==> config.mk <==
export PLATFORM = sky130hd
export DESIGN_NAME = svf_route_core
export DESIGN_NICKNAME = d
export VERILOG_FILES = /design/src/rtl/svf_pkg.sv /design/src/rtl/svf_voice_scale.sv /design/src/rtl/svf_router.sv /design/src/rtl/svf_integrator.sv /design/src/rtl/svf_route_core.sv
export SDC_FILE = /design/constraint.sdc
export NUM_CORES = 2
export LEC_CHECK = 0
export BUFFER_PORTS_ARGS = -buffer_cell sky130_fd_sc_hd__buf_2
export CORE_MARGIN = 5
export CORE_UTILIZATION = 60
export DETAILED_ROUTE_END_ITERATION = 8
export GPL_TIMING_DRIVEN = 0
export PLACE_DENSITY = 0.84
export SLEW_MARGIN = 40
export SYNTH_ARGS = -nofsm -noshare
export SYNTH_HDL_FRONTEND = slang
export SYNTH_SLANG_ARGS = --single-unit
export TNS_END_PERCENT = 50
==> constraint.sdc <==
create_clock -name clk -period 31.2 [get_ports clk]
set_input_delay 4.68 -clock clk [delete_from_list [all_inputs] [get_ports clk]]
set_output_delay 4.68 -clock clk [all_outputs]
set_load 0.005 [all_outputs]
==> src/rtl/svf_pkg.sv <==
package svf_pkg;
  localparam int NUM_VOICES  = 3;
  localparam int DEF_VOICE_W = 20;
  localparam int DEF_SCALE   = 7;
  localparam int DEF_STATE_W = 32;
  localparam int DEF_COEF_W  = 16;
  localparam int DEF_PROD_W  = 48;
  localparam int DEF_W0_SH   = 20;
  localparam int DEF_Q_SH    = 10;

  typedef enum logic [1:0] {
    STEP_NONE   = 2'd0,
    STEP_FILTER = 2'd1,
    STEP_BYPASS = 2'd2
  } step_kind_e;
endpackage

==> src/rtl/svf_voice_scale.sv <==
module svf_voice_scale #(
  parameter int IN_W  = 20,
  parameter int OUT_W = 32,
  parameter int SHIFT = 7
) (
  input  logic [IN_W-1:0]         din,
  output logic signed [OUT_W-1:0] dout
);
  localparam int KEPT = IN_W - SHIFT;

  logic signed [KEPT-1:0] kept;

  always_comb begin
    kept = din[IN_W-1:SHIFT];
    dout = {{(OUT_W-KEPT){kept[KEPT-1]}}, kept};
  end
endmodule

==> src/rtl/svf_router.sv <==
module svf_router #(
  parameter int VOICE_W = 20,
  parameter int SHIFT   = 7,
  parameter int SUM_W   = 32
) (
  input  logic [svf_pkg::NUM_VOICES*VOICE_W-1:0] voices,
  input  logic [svf_pkg::NUM_VOICES-1:0]         route,
  input  logic                                   v3_mute,
  input  logic                                   flt_en,
  output logic signed [SUM_W-1:0]                vi,
  output logic signed [SUM_W-1:0]                byp_next
);
  localparam int NV = svf_pkg::NUM_VOICES;
  localparam int V3 = NV - 1;

  logic signed [SUM_W-1:0] scaled [NV];
  logic signed [SUM_W-1:0] eff    [NV];
  logic                    v3_silenced;

  genvar gi;
  generate
    for (gi = 0; gi < NV; gi++) begin : g_scale
      svf_voice_scale #(
        .IN_W (VOICE_W),
        .OUT_W(SUM_W),
        .SHIFT(SHIFT)
      ) u_scale (
        .din (voices[gi*VOICE_W +: VOICE_W]),
        .dout(scaled[gi])
      );
    end
  endgenerate

  // Muting of the last voice only applies while it bypasses the filter.
  assign v3_silenced = v3_mute && !route[V3];

  always_comb begin
    for (int i = 0; i < NV; i++) begin
      eff[i] = scaled[i];
    end
    if (v3_silenced) begin
      eff[V3] = '0;
    end
  end

  always_comb begin
    vi       = '0;
    byp_next = '0;
    for (int i = 0; i < NV; i++) begin
      if (flt_en && route[i]) begin
        vi = vi + eff[i];
      end else begin
        byp_next = byp_next + eff[i];
      end
    end
    if (!flt_en) begin
      vi = '0;
    end
  end

  // an empty mask feeds nothing into the filter
  always_comb begin
    a_r4_empty_mask: assert (!(route == '0) || vi == '0);
  end
endmodule

==> src/rtl/svf_integrator.sv <==
module svf_integrator #(
  parameter int STATE_W = 32,
  parameter int COEF_W  = 16,
  parameter int PROD_W  = 48,
  parameter int W0_SH   = 20,
  parameter int Q_SH    = 10
) (
  input  logic                      clk,
  input  logic                      rst,
  input  logic                      step,
  input  logic                      flt_en,
  input  logic [COEF_W-1:0]         w0,
  input  logic [COEF_W-1:0]         invq,
  input  logic signed [STATE_W-1:0] vi,
  output logic signed [STATE_W-1:0] hp,
  output logic signed [STATE_W-1:0] bp,
  output logic signed [STATE_W-1:0] lp
);
  localparam int SX = PROD_W - STATE_W;
  localparam int CX = PROD_W - COEF_W;

  svf_pkg::step_kind_e kind;

  logic signed [PROD_W-1:0]  w0_x, invq_x;
  logic signed [PROD_W-1:0]  hp_x, bp_x, bpn_x;
  logic signed [PROD_W-1:0]  p_bp, p_lp, p_q;
  logic signed [PROD_W-1:0]  s_bp, s_lp, s_q;
  logic signed [STATE_W-1:0] d_bp, d_lp, q_term;
  logic signed [STATE_W-1:0] bp_n, lp_n, hp_n;

  always_comb begin
    if (!step)        kind = svf_pkg::STEP_NONE;
    else if (!flt_en) kind = svf_pkg::STEP_BYPASS;
    else              kind = svf_pkg::STEP_FILTER;
  end

  // Integrator deltas use the old states; hp then uses the new bp and lp.
  always_comb begin
    w0_x   = {{CX{1'b0}}, w0};
    invq_x = {{CX{1'b0}}, invq};
    hp_x   = {{SX{hp[STATE_W-1]}}, hp};
    bp_x   = {{SX{bp[STATE_W-1]}}, bp};
    p_bp   = w0_x * hp_x;
    p_lp   = w0_x * bp_x;
    s_bp   = p_bp >>> W0_SH;
    s_lp   = p_lp >>> W0_SH;
    d_bp   = s_bp[STATE_W-1:0];
    d_lp   = s_lp[STATE_W-1:0];
    bp_n   = bp - d_bp;
    lp_n   = lp - d_lp;
    bpn_x  = {{SX{bp_n[STATE_W-1]}}, bp_n};
    p_q    = bpn_x * invq_x;
    s_q    = p_q >>> Q_SH;
    q_term = s_q[STATE_W-1:0];
    hp_n   = q_term - lp_n - vi;
  end

  always_ff @(posedge clk) begin
    if (rst) begin
      hp <= '0;
      bp <= '0;
      lp <= '0;
    end else begin
      unique case (kind)
        svf_pkg::STEP_FILTER: begin
          hp <= hp_n;
          bp <= bp_n;
          lp <= lp_n;
        end
        svf_pkg::STEP_BYPASS: begin
          hp <= '0;
          bp <= '0;
          lp <= '0;
        end
        default: ;
      endcase
    end
  end

  // a disabled step leaves all three integrator states at zero
  a_r6_disable_clears: assert property (@(posedge clk) disable iff (rst)
    (step && !flt_en) |=> (hp == '0 && bp == '0 && lp == '0));

  // with a zero cutoff coefficient the integrators do not move
  a_r7_zero_cutoff_holds: assert property (@(posedge clk) disable iff (rst)
    (step && flt_en && w0 == '0) |=> ($stable(bp) && $stable(lp)));
endmodule

==> src/rtl/svf_route_core.sv <==
module svf_route_core #(
  parameter int VOICE_W = svf_pkg::DEF_VOICE_W,
  parameter int SCALE   = svf_pkg::DEF_SCALE,
  parameter int STATE_W = svf_pkg::DEF_STATE_W,
  parameter int COEF_W  = svf_pkg::DEF_COEF_W,
  parameter int PROD_W  = svf_pkg::DEF_PROD_W,
  parameter int W0_SH   = svf_pkg::DEF_W0_SH,
  parameter int Q_SH    = svf_pkg::DEF_Q_SH
) (
  input  logic                      clk,
  input  logic                      rst,
  input  logic                      in_valid,
  output logic                      in_ready,
  input  logic [VOICE_W-1:0]        voice1,
  input  logic [VOICE_W-1:0]        voice2,
  input  logic [VOICE_W-1:0]        voice3,
  input  logic [2:0]                route,
  input  logic                      v3_mute,
  input  logic                      flt_en,
  input  logic [COEF_W-1:0]         w0,
  input  logic [COEF_W-1:0]         invq,
  output logic                      out_valid,
  output logic signed [STATE_W-1:0] hp_out,
  output logic signed [STATE_W-1:0] bp_out,
  output logic signed [STATE_W-1:0] lp_out,
  output logic signed [STATE_W-1:0] byp_out
);
  logic                      step;
  logic signed [STATE_W-1:0] vi;
  logic signed [STATE_W-1:0] byp_next;

  assign step = in_valid && in_ready;

  svf_router #(
    .VOICE_W(VOICE_W),
    .SHIFT  (SCALE),
    .SUM_W  (STATE_W)
  ) u_router (
    .voices  ({voice3, voice2, voice1}),
    .route   (route),
    .v3_mute (v3_mute),
    .flt_en  (flt_en),
    .vi      (vi),
    .byp_next(byp_next)
  );

  svf_integrator #(
    .STATE_W(STATE_W),
    .COEF_W (COEF_W),
    .PROD_W (PROD_W),
    .W0_SH  (W0_SH),
    .Q_SH   (Q_SH)
  ) u_integ (
    .clk   (clk),
    .rst   (rst),
    .step  (step),
    .flt_en(flt_en),
    .w0    (w0),
    .invq  (invq),
    .vi    (vi),
    .hp    (hp_out),
    .bp    (bp_out),
    .lp    (lp_out)
  );

  always_ff @(posedge clk) begin
    if (rst) begin
      in_ready  <= 1'b0;
      out_valid <= 1'b0;
      byp_out   <= '0;
    end else begin
      in_ready  <= 1'b1;
      out_valid <= step;
      if (step) begin
        byp_out <= byp_next;
      end
    end
  end

  // without an accepted beat nothing moves
  a_r9_hold_idle: assert property (@(posedge clk) disable iff (rst)
    !step |=> ($stable(hp_out) && $stable(bp_out) && $stable(lp_out) && $stable(byp_out)));

  // out_valid follows an accepted beat by one cycle
  a_r10_valid_after_step: assert property (@(posedge clk) disable iff (rst)
    step |=> out_valid);
  a_r10_no_valid_idle: assert property (@(posedge clk) disable iff (rst)
    !step |=> !out_valid);

  // a full mask leaves nothing in the bypass sum
  a_r4_full_mask: assert property (@(posedge clk) disable iff (rst)
    (step && flt_en && route == 3'b111) |=> (byp_out == '0));

  // the core is never ready while reset is applied
  a_r1_not_ready: assert property (@(posedge clk)
    rst |=> !in_ready && !out_valid);
endmodule

==> out/metrics.yaml <==
status: "completed"
synthToLayoutAreaGrowth_pct: 5.469
clk_latency_ns: 0.45
drt_wl_total_um: 203100
cts_resized: 0
netlist_instances: 7525
design.die.area_sq_um: 113400
routabilityCongestion: 1.053
io_buffers: 186
first_global_vias: 56570
num-nets-final: 9775
yosysUniqueCellTypes: 76
finalSetupViolations: 0
hold_viol_final: 0
cts_root_buf: "clkbuf_16"
ys_ff_latch: 130
cts.reportedPaths.clkPinSlew_ns: 0.06
critPathLaunch: "w0[10]"
coreArea_sq_um: 105700
rows: 119
synth_top_area_share: 0.4497
vias: 53730
firstDrtPassIters: 7
antenna_found_initial: 18
synth_fp_nets: 9569
avgRoutedWirePerCell_um: 22.19
grtUsageMet1: 0.4489
grt_busiest_layer: "met2"
cts_tree: "yes"
period_share: 0.7818
cts_sinks: 130
yosys.area.top_type: "fa_1"
layout_min_cycle_time_ns: 24.39
final_cell_mix: "inv_1, fa_1, nand2_1"
ys_seq_area_frac: 0.04063
multi_input_area_sq_um: 53710
synth_area_leaders: "fa_1, inv_1, ha_1"
reg2reg_from: "u_integ.hp[8]"
drv_cap: 0
cp-end-kind: "flop"
slowest_delay_ns: 0.81
synthFlopType: "dfxtp_1"
grt_setup_unrepaired: "false"
met2_usage: 0.5626
grt_pass1_wl_um: 315500
drive_above_1_share: 0.03874
postRouteAntennaNets: 0
drc_errors: 0
hold_path.class: "reg -> reg"
die_x_um: 336.8
tightestPinTransition_ns: 0.9887
initial_utilization: 0.6060
hold_buffers: 0
regToRegSetupSlack_ns: 10.92
drtIter0Drc: 5456
cts_buffers: 17
endpoint: "u_integ.hp[31]"
grt_max_degree: 41
cpMostUsedCell: "fa_1"
path_class: "in -> reg"
cp.arrival_ns: 24.73
grtUsageMet3: 0.1161
finalNonFillerCells: 9151
register_area_sq_um: 2603
synth-edff-count: 0
ctsLongestPathBuffers: 2
r2r_end: "u_integ.hp[31]"
final_common_cell: "inv_1"
hpwl_um: 172200
htreeDepth: 4
num_io_pins: 230
syn-cell-area_sq_um: 64060
async_flop_share: 0
critPathMaxFanout: 10
cp-start-kind: "input pin"
slew_viol_final: 0
crit_slowest_cell: "clkbuf_1"
cts_setup_buffers: 0
grt-ovfl-total: 0
tns_ns: 0
r2r_cells: 69
max_freq_ghz: 0.04100
required_ns: 31.53
nFillCells: 8758
place_inst: 9102
slew_headroom: 0.3409
die_y_um: 336.8
clock_skew_ns: 0.01694
vias_per_cell: 5.871
yosysWarnings: 0
syn_area_per_cell_sq_um: 8.513
grt_util_all_layers: 0.3630
==> per-stage QoR <==
step                      hold WS (ns)  setup slack (ns)  cell area, sq um  utilization
after floorplan                 0.4483             10.38             64060            -
after global placement          0.4568             6.594             66730       0.6312
after detailed placement        0.4828             6.724             66870       0.6325
after CTS                       0.4921             7.150             67460       0.6381
after global routing            0.5001             6.144             67520       0.6388
final                           0.4921             6.807             67560       0.6391
==> flip-flops by register name (all words and copies together), names as in the netlist <==
signal and flops:
byp_out 32, u_integ.bp 32, u_integ.hp 32, u_integ.lp 32, in_ready 1, out_valid 1
==> final cells by class <==
class / instances / share of cell area
sequential: 130 / 0.03852
clock inverter: 15 / 0.002407
clock buffer: 17 / 0.006297
tap: 1391 / 0.02576
antenna: 16 / 0.0005926
inverter: 1780 / 0.09889
buffer: 328 / 0.01865
timing repair buffer: 187 / 0.01389
multi-input combinational: 5287 / 0.7950
==> logic make-up (layout without fill, tap and decap cells) <==
group / Yosys count / after routing / share of synthesized area
muxes: 6 / 6 / 0.0009961
adders and majority gates: 1944 / 1944 / 0.5483
AOI/OAI and AO/OA: 840 / 840 / 0.08502
other: 0 / 16 / 0
DFF: 130 / 130 / 0.04063
buffers and inverters: 2108 / 2327 / 0.1235
and+or+nand+nor: 2229 / 2229 / 0.1641
xor gates and xnor gates: 268 / 268 / 0.03740
==> how the worst min path moves through the flow <==
stage | from | to | slack, ns | cells past startpoint
after floorplan | byp_out[0] | byp_out[0] | 0.45 | 2
after global placement | u_integ.lp[0] | u_integ.lp[0] | 0.46 | 2
after detailed placement | u_integ.lp[0] | u_integ.lp[0] | 0.48 | 2
after CTS | u_integ.lp[0] | u_integ.lp[0] | 0.49 | 2
after global routing | u_integ.lp[0] | u_integ.lp[0] | 0.50 | 2
final | byp_out[31] | byp_out[31] | 0.49 | 1
==> cells in the mapped netlist (all sizes together), types with 6 or more instances <==
| master | n |
|---|---|
| or2 | 18 |
| inv | 1779 |
| o21bai | 45 |
| a22oi | 69 |
| xnor2 | 170 |
| nor4 | 7 |
| a311oi | 7 |
| a21oi | 241 |
| a21boi | 12 |
| a211o | 8 |
| o31ai | 14 |
| and2 | 596 |
| fa | 1439 |
| o211ai | 24 |
| nor2 | 242 |
| a22o | 14 |
| clkbuf | 326 |
| a211oi | 33 |
| o21a | 44 |
| nand3 | 40 |
| nor3 | 43 |
| nand2b | 39 |
| o21ai | 150 |
| dfxtp | 130 |
| nor2b | 55 |
| o22ai | 8 |
| and3 | 29 |
| a31o | 6 |
| a31oi | 20 |
| or3 | 14 |
| ha | 505 |
| or4 | 6 |
| a21o | 100 |
| nand2 | 1107 |
| xor2 | 95 |
| nand4 | 20 |
==> worst max-delay path, delay by kind of cell <==
kind | cells | cell delay (ns)
xor+xnor | 4 | 1.75
fa+ha+maj | 17 | 8.06
compound gates | 21 | 4.67
simple gates | 18 | 3.22
buf+inv | 10 | 2.34
==> metal layers <==
metal  wire length [um]  share of wire
met1              71200           0.35
met2              89520           0.44
met3              27530           0.14
met4              14750          0.073
met5                 48        0.00024
Power is not shown: default switching activity piles up to over one toggle a cycle in this logic, so the estimate is an artifact.
